--- config.mk ---
export PLATFORM = sky130hd
export DESIGN_NAME = sd_cmd_issuer
export DESIGN_NICKNAME = d
export VERILOG_FILES = /design/src/rtl/sdc_pkg.sv /design/src/rtl/sdc_crc7.sv /design/src/rtl/sdc_frame_mux.sv /design/src/rtl/sdc_r1_classify.sv /design/src/rtl/sd_cmd_issuer.sv
export SDC_FILE = /design/constraint.sdc
export NUM_CORES = 1
export LEC_CHECK = 0
export BUFFER_PORTS_ARGS = -buffer_cell sky130_fd_sc_hd__buf_2
export CAP_MARGIN = 20
export CORE_MARGIN = 1.5
export CORE_UTILIZATION = 59
export DETAILED_ROUTE_END_ITERATION = 6
export GPL_ROUTABILITY_DRIVEN = 1
export PLACE_DENSITY = 0.85
export SYNTH_ARGS = -nofsm -noshare
export SYNTH_HDL_FRONTEND = slang
export SYNTH_SLANG_ARGS = --single-unit
--- constraint.sdc ---
create_clock -name clk -period 7.3 [get_ports clk]
set_clock_uncertainty 0.1 [all_clocks]
set_input_delay 1.46 -clock clk [delete_from_list [all_inputs] [get_ports clk]]
set_output_delay 1.46 -clock clk [all_outputs]
set_load 0.02 [all_outputs]
--- src/rtl/sdc_pkg.sv ---
package sdc_pkg;

    localparam logic [7:0] FILLER_BYTE = 8'hFF;
    localparam logic [1:0] CMD_PREFIX  = 2'b01;
    localparam logic [6:0] CRC7_GEN    = 7'h09;
    localparam int         FRAME_LEN   = 7;
    localparam int         R1_IDLE_POS = 0;
    localparam int         R1_CRC_POS  = 3;

    typedef enum logic [1:0] {
        RES_OK     = 2'd0,
        RES_NOCARD = 2'd1,
        RES_CRCERR = 2'd2,
        RES_GENERR = 2'd3
    } sdc_status_e;

    typedef enum logic [2:0] {
        PH_IDLE,
        PH_WAKE,
        PH_FRAME,
        PH_POLL,
        PH_HOLD
    } sdc_phase_e;

    typedef struct packed {
        logic [7:0]  r1;
        sdc_status_e status;
    } sdc_result_t;

    // Advance the CRC7 register by one byte, most significant bit first.
    function automatic logic [6:0] crc7_byte(input logic [6:0] cur, input logic [7:0] data);
        logic [6:0] r;
        logic       fb;
        r = cur;
        for (int i = 7; i >= 0; i--) begin
            fb = r[6] ^ data[i];
            r  = {r[5:0], 1'b0};
            if (fb) r = r ^ CRC7_GEN;
        end
        return r;
    endfunction

    function automatic int max3(input int a, input int b, input int c);
        int m;
        m = (a > b) ? a : b;
        return (m > c) ? m : c;
    endfunction

endpackage

--- src/rtl/sdc_crc7.sv ---
module sdc_crc7
    import sdc_pkg::*;
(
    input  logic       clk,
    input  logic       rst,
    input  logic       clr,
    input  logic       en,
    input  logic [7:0] din,
    output logic [6:0] crc
);
    logic [6:0] acc_q;

    always_ff @(posedge clk) begin
        if (rst || clr) acc_q <= '0;
        else if (en)    acc_q <= crc7_byte(acc_q, din);
    end

    assign crc = acc_q;

endmodule

--- src/rtl/sdc_frame_mux.sv ---
module sdc_frame_mux
    import sdc_pkg::*;
(
    input  logic [5:0]  index,
    input  logic [31:0] arg,
    input  logic [6:0]  crc,
    input  logic [2:0]  sel,
    output logic [7:0]  byte_out
);
    always_comb begin
        unique case (sel)
            3'd0:    byte_out = FILLER_BYTE;
            3'd1:    byte_out = {CMD_PREFIX, index};
            3'd2:    byte_out = arg[31:24];
            3'd3:    byte_out = arg[23:16];
            3'd4:    byte_out = arg[15:8];
            3'd5:    byte_out = arg[7:0];
            3'd6:    byte_out = {crc, 1'b1};
            default: byte_out = FILLER_BYTE;
        endcase
    end

endmodule

--- src/rtl/sdc_r1_classify.sv ---
module sdc_r1_classify
    import sdc_pkg::*;
(
    input  logic [7:0]  r1,
    output sdc_status_e status
);
    logic [7:0] err_mask;

    always_comb begin
        err_mask              = 8'hFF;
        err_mask[R1_IDLE_POS] = 1'b0;
        if (r1 == FILLER_BYTE)          status = RES_NOCARD;
        else if (r1[R1_CRC_POS])        status = RES_CRCERR;
        else if ((r1 & err_mask) != '0) status = RES_GENERR;
        else                            status = RES_OK;
    end

endmodule

--- src/rtl/sd_cmd_issuer.sv ---
module sd_cmd_issuer
    import sdc_pkg::*;
#(
    parameter int WAKE_BYTES = 18,
    parameter int POLL_MAX   = 8
) (
    input  logic        clk,
    input  logic        rst,
    input  logic        cmd_start,
    input  logic [5:0]  cmd_index,
    input  logic [31:0] cmd_arg,
    input  logic        init_start,
    input  logic        txn_end,
    output logic        busy,
    output logic        done,
    output logic [7:0]  r1_out,
    output logic [1:0]  status_out,
    output logic        cs_n,
    output logic        xfer_req,
    output logic [7:0]  xfer_tx,
    input  logic        xfer_ack,
    input  logic [7:0]  xfer_rx
);
    localparam int CNT_MAX = max3(WAKE_BYTES, FRAME_LEN, POLL_MAX);
    localparam int CNT_W   = $clog2(CNT_MAX + 1);

    sdc_phase_e  phase_q;
    logic [CNT_W-1:0] cnt_q;
    logic [5:0]  idx_q;
    logic [31:0] arg_q;
    sdc_result_t res_q;
    logic        done_q;

    logic [6:0]  crc_val;
    logic [7:0]  frame_byte;
    sdc_status_e rx_status;
    logic        crc_clr, crc_en;
    logic        poll_accept, poll_last;

    sdc_crc7 u_crc (
        .clk (clk),
        .rst (rst),
        .clr (crc_clr),
        .en  (crc_en),
        .din (frame_byte),
        .crc (crc_val)
    );

    sdc_frame_mux u_mux (
        .index    (idx_q),
        .arg      (arg_q),
        .crc      (crc_val),
        .sel      (cnt_q[2:0]),
        .byte_out (frame_byte)
    );

    sdc_r1_classify u_cls (
        .r1     (xfer_rx),
        .status (rx_status)
    );

    assign crc_clr     = (phase_q == PH_IDLE) && cmd_start;
    assign crc_en      = (phase_q == PH_FRAME) && xfer_ack &&
                         (cnt_q >= CNT_W'(1)) && (cnt_q <= CNT_W'(5));
    assign poll_accept = (cnt_q != '0) && !xfer_rx[7];
    assign poll_last   = (cnt_q == CNT_W'(POLL_MAX - 1));

    always_ff @(posedge clk) begin
        if (rst) begin
            phase_q <= PH_IDLE;
            cnt_q   <= '0;
            idx_q   <= '0;
            arg_q   <= '0;
            res_q   <= '{r1: 8'h00, status: RES_OK};
            done_q  <= 1'b0;
        end else begin
            done_q <= 1'b0;
            unique case (phase_q)
                PH_IDLE: begin
                    cnt_q <= '0;
                    if (cmd_start) begin
                        idx_q   <= cmd_index;
                        arg_q   <= cmd_arg;
                        phase_q <= PH_FRAME;
                    end else if (init_start) begin
                        phase_q <= PH_WAKE;
                    end
                end
                PH_WAKE: begin
                    if (xfer_ack) begin
                        if (cnt_q == CNT_W'(WAKE_BYTES - 1)) begin
                            cnt_q   <= '0;
                            phase_q <= PH_IDLE;
                        end else begin
                            cnt_q <= cnt_q + 1'b1;
                        end
                    end
                end
                PH_FRAME: begin
                    if (xfer_ack) begin
                        if (cnt_q == CNT_W'(FRAME_LEN - 1)) begin
                            cnt_q   <= '0;
                            phase_q <= PH_POLL;
                        end else begin
                            cnt_q <= cnt_q + 1'b1;
                        end
                    end
                end
                PH_POLL: begin
                    if (xfer_ack) begin
                        if (poll_accept || poll_last) begin
                            res_q   <= '{r1: xfer_rx, status: rx_status};
                            done_q  <= 1'b1;
                            cnt_q   <= '0;
                            phase_q <= PH_HOLD;
                        end else begin
                            cnt_q <= cnt_q + 1'b1;
                        end
                    end
                end
                PH_HOLD: begin
                    if (txn_end) phase_q <= PH_IDLE;
                end
                default: phase_q <= PH_IDLE;
            endcase
        end
    end

    always_comb begin
        busy       = (phase_q != PH_IDLE);
        xfer_req   = (phase_q == PH_WAKE) || (phase_q == PH_FRAME) || (phase_q == PH_POLL);
        xfer_tx    = (phase_q == PH_FRAME) ? frame_byte : FILLER_BYTE;
        cs_n       = !((phase_q == PH_FRAME) || (phase_q == PH_POLL) || (phase_q == PH_HOLD));
        done       = done_q;
        r1_out     = res_q.r1;
        status_out = res_q.status;
    end

    // an idle block neither selects the card nor requests bytes.
    p_idle_quiet_r1: assert property (@(posedge clk) disable iff (rst)
        !busy |-> (cs_n && !xfer_req));

    // a stalled exchange keeps its request and byte.
    p_tx_hold_r11: assert property (@(posedge clk) disable iff (rst)
        (xfer_req && !xfer_ack) |=> (xfer_req && $stable(xfer_tx)));

    // done lasts one cycle.
    p_done_pulse_r7: assert property (@(posedge clk) disable iff (rst)
        done |=> !done);

    // the card stays selected when the result is reported.
    p_cs_at_done_r8: assert property (@(posedge clk) disable iff (rst)
        done |-> !cs_n);

    // the wake sequence runs with the card deselected.
    p_wake_desel_r9: assert property (@(posedge clk) disable iff (rst)
        (phase_q == PH_WAKE) |-> cs_n);

    // the poll counter never passes the poll limit.
    p_poll_bound_r5: assert property (@(posedge clk) disable iff (rst)
        (phase_q == PH_POLL) |-> (cnt_q < CNT_W'(POLL_MAX)));

endmodule

==> flow_metrics.py <==
metrics = {
    "power": {
        "combPwrFrac_pct": 40.5,
        "sw_frac_of_total_pct": 39.7,
        "total_power_w": 0.00131,
        "pwr-share-seq_pct": 34.8,
        "peakVddDrop_mv": 0.202,
        "clkPwrFrac_pct": 24.6,
        "power.switching_w": 0.000520,
        "p_int_w": 0.000790,
        "p_leak_nw": 1.65,
        "cellPowerDensity_nw_per_um2": 320,
    },
    "global_routing": {
        "grt_pass1_vias": 3243,
        "grt-ovfl-total": 0,
        "antenna_found_initial": 0,
        "grt_use_total_pct": 31.1,
        "grt_pass1_wl_mm": 15.5,
        "grt_max_degree": 63,
    },
    "drt": {
        "firstDrtPassIters": 6,
        "routed_wl_mm": 9.51,
        "detail-route-antenna-nets": 0,
        "vias_per_cell": 6.16,
        "wire_per_inst_microns": 16.3,
        "drt_iter0_drc": 322,
        "vias": 3592,
        "drc_errors": 0,
    },
    "logic_synthesis": {
        "yosysSeqAreaShare_pct": 36.4,
        "ys_warn_count": 0,
        "syn_nets": 506,
        "syn_area_per_cell_sq_um": 7.84,
        "ys_types": 66,
        "ys_ff_latch": 64,
        "yosys_most_used_dff": "dfxtp_1",
        "ys_async_sr_fraction_pct": 0,
        "synthCells": 449,
        "synth_area_sq_um": 3520,
        "synth_edf_count": 0,
    },
    "sta": {
        "finalWorstSetupSlack_ns": 3.20,
        "slew_viol_final": 0,
        "setup_viol": 0,
        "worst_pin_slew_ns": 0.717,
        "maxSlewHeadroom_pct": 52.2,
        "rsz0062_at_grt": "false",
        "period_needed_ns": 4.10,
        "tns_ns": 0,
        "final.period_utilization_pct": 56.2,
        "hold_viol": 0,
        "max_freq_mhz": 244,
    },
    "clock_network": {
        "cts-root-buf": "clkbuf_8",
        "post_cts_resized": 0,
        "cts_tree": "done",
        "insertion_delay_ns": 0.34,
        "clk_pin_slew_ns": 0.08,
        "clkSinkCount": 64,
        "cts_made_buffers": 9,
        "hold_buffers": 0,
        "htreeDepth": 3,
        "cts_setup_buffers": 0,
        "clk_path_buf_depth": 2,
    },
    "setup_path": {
        "arrival_ns": 2.54,
        "crit_path_start_kind": "flip-flop",
        "rr_endpoint": "u_crc.crc[3]$_SDFFE_PP0P_",
        "reg2reg_slack_ns": 4.26,
        "critPathMaxStageDelay_ns": 0.65,
        "crit_family": "compound AO/OA/AOI/OAI gates",
        "critPathSlowestCell": "a2111oi_4",
        "timing.rr.start": "cnt_q[0]$_SDFFE_PP0P_",
        "critPathBufInv": 2,
        "worstPathMaxFanout": 13,
        "required_ns": 5.74,
        "end_kind": "output pin",
        "crit_chain": "inv_1 > ha_1 > a2111oi_4 > nor2_1 > o211ai_1 > buf_2",
        "worstRegToRegCells": 8,
        "critPathKind": "flip-flop to output pin",
    },
    "place": {
        "port_buffers": 73,
        "post-place-cells": 566,
        "place.gp.congestion": 0.867,
        "placed_area_sq_um": 3850,
        "post-place-ws_ns": 3.60,
        "dp.final_hpwl_mm": 6.60,
    },
    "run_status": {
        "status": "finished clean",
    },
    "layout": {
        "finalNonFillerCells": 583,
        "num-nets-final": 563,
        "areaGrowthSynthToFinish_pct": 16.1,
        "final_cell_mix": "nand2_1 (100), buf_2 (73), dfxtp_1 (64)",
        "drive_gt1_share_pct": 22.7,
        "antennaDiodeCount": 0,
        "layout_commonest_cell": "nand2_1",
        "nFillCells": 457,
        "fin_area_sq_um": 4090,
    },
    "min_path": {
        "min_to": "arg_q[22]$_SDFFE_PP0P_",
        "worstHoldStart": "arg_q[22]$_SDFFE_PP0P_",
        "hold_path_class": "flip-flop to flip-flop",
        "whs_path_depth": 2,
    },
    "die": {
        "die_h_microns": 80.3,
        "fp.dieW_microns": 80.3,
        "start_util_pct": 62.4,
        "ioPinCount": 74,
        "row_count": 27,
        "die_area_sq_um": 6440,
        "coreArea_sq_um": 5640,
    },
    "run": {
        "maxCapViolations": 0,
    },
}
per-stage QoR:
stage                     hold slack, ns  utilization, %
final                              0.361            72.5
after global routing               0.378            72.5
after CTS                          0.361            72.1
after detailed placement           0.350            68.3
after global placement             0.342            68.3
after floorplan                    0.332               -
worst min-delay path: stages (launching register included):
cell and delay [ns]:
dfxtp_1 0.31, nand2_1 0.05, a21oi_1 0.05
registers in the layout, summed over array words and instances, names as in the netlist:
signal	flops
arg_q	32
cnt_q	5
done	1
idx_q	6
phase_q	3
r1_out	8
status_out	2
u_crc.crc	7
cell type report:
cell class | instances | area [sq um] | area share (%)
clock buffer | 12 | 165 | 4.04
clock inverter | 4 | 51.3 | 1.25
inverter | 7 | 26.3 | 0.643
multi-input combinational | 346 | 2060 | 50.4
sequential | 64 | 1280 | 31.3
tap | 72 | 90.1 | 2.20
timing repair buffer | 78 | 415 | 10.2
layer usage:
| metal | track usage (%) | vias up | wire, microns |
|---|---|---|---|
| met5 | 0 | - | 0 |
| met2 | 46.2 | 159 | 4380 |
| met4 | 11.7 | 0 | 150 |
| li1 | - | 1726 | - |
| met1 | 44.0 | 1687 | 4310 |
| met3 | 6.59 | 20 | 663 |
Yosys cell counts, drive strengths merged, types with 2 or more instances:
master     n  share of area, %
buf       13               2.6
xnor2      2              0.50
and2       2              0.36
a2bb2oi    2              0.50
or2        3              0.53
a211oi     7               1.8
a21bo      2              0.57
a31oi      4              0.71
a2111oi    2               1.2
nor4       4              0.71
mux2       2              0.64
nor2      31               3.3
o21ai     16               2.3
o21a       4              0.89
ha         5               1.8
inv        7              0.75
a311oi     3              0.92
a22oi      2              0.43
and3b      3              0.75
nand4b     2              0.50
a222oi     2              0.57
nand3     14               2.0
mux2i     15               4.3
nand2    100                11
a21oi     61               8.8
a31o       2              0.50
nor2b      2              0.36
nand3b     6               1.3
nand4      3              0.53
or3        6               1.1
or3b       2              0.50
a221oi     4               1.2
clkbuf    19               2.0
or4        4              0.85
nor3b      2              0.43
o211a      2              0.57
dfxtp     64                36
o211ai     4              0.99
a32oi      3              0.75
nor3       4              0.57
cell families (layout without fill, tap and decap cells):
family | count (synthesis) | count (layout) | share of synthesized area (%)
adder cells (fa/ha/maj) | 5 | 5 | 1.78
AND/OR/NAND/NOR | 192 | 192 | 25.4
multiplexers | 17 | 17 | 4.90
AO/OA/AOI/OAI | 128 | 128 | 24.7
flip-flops | 64 | 64 | 36.4
XOR/XNOR | 4 | 4 | 1.42
buffers and inverters | 39 | 101 | 5.36
worst max path at each step:
stage | endpoint | cells past startpoint | from
after detailed placement | xfer_tx[3] | 6 | cnt_q[0]$_SDFFE_PP0P_
after global routing | xfer_tx[3] | 6 | cnt_q[1]$_SDFFE_PP0P_
after global placement | xfer_tx[2] | 6 | cnt_q[0]$_SDFFE_PP0P_
final | xfer_tx[3] | 6 | cnt_q[0]$_SDFFE_PP0P_
after floorplan | xfer_tx[0] | 9 | cnt_q[2]$_SDFFE_PP0P_
after CTS | xfer_tx[3] | 6 | cnt_q[0]$_SDFFE_PP0P_
power by group through the flow:
stage          Combinational [W]  Clock [W]  Sequential [W]
3_3_place_gp            0.000507          0        0.000459
6_report                0.000531   0.000323        0.000456
3_5_place_dp            0.000516          0        0.000461
2_1_floorplan           0.000422          0        0.000435
4_1_cts                 0.000521   0.000325        0.000454
5_1_grt                 0.000578   0.000341        0.000462
(Power assumes the default switching activity.)
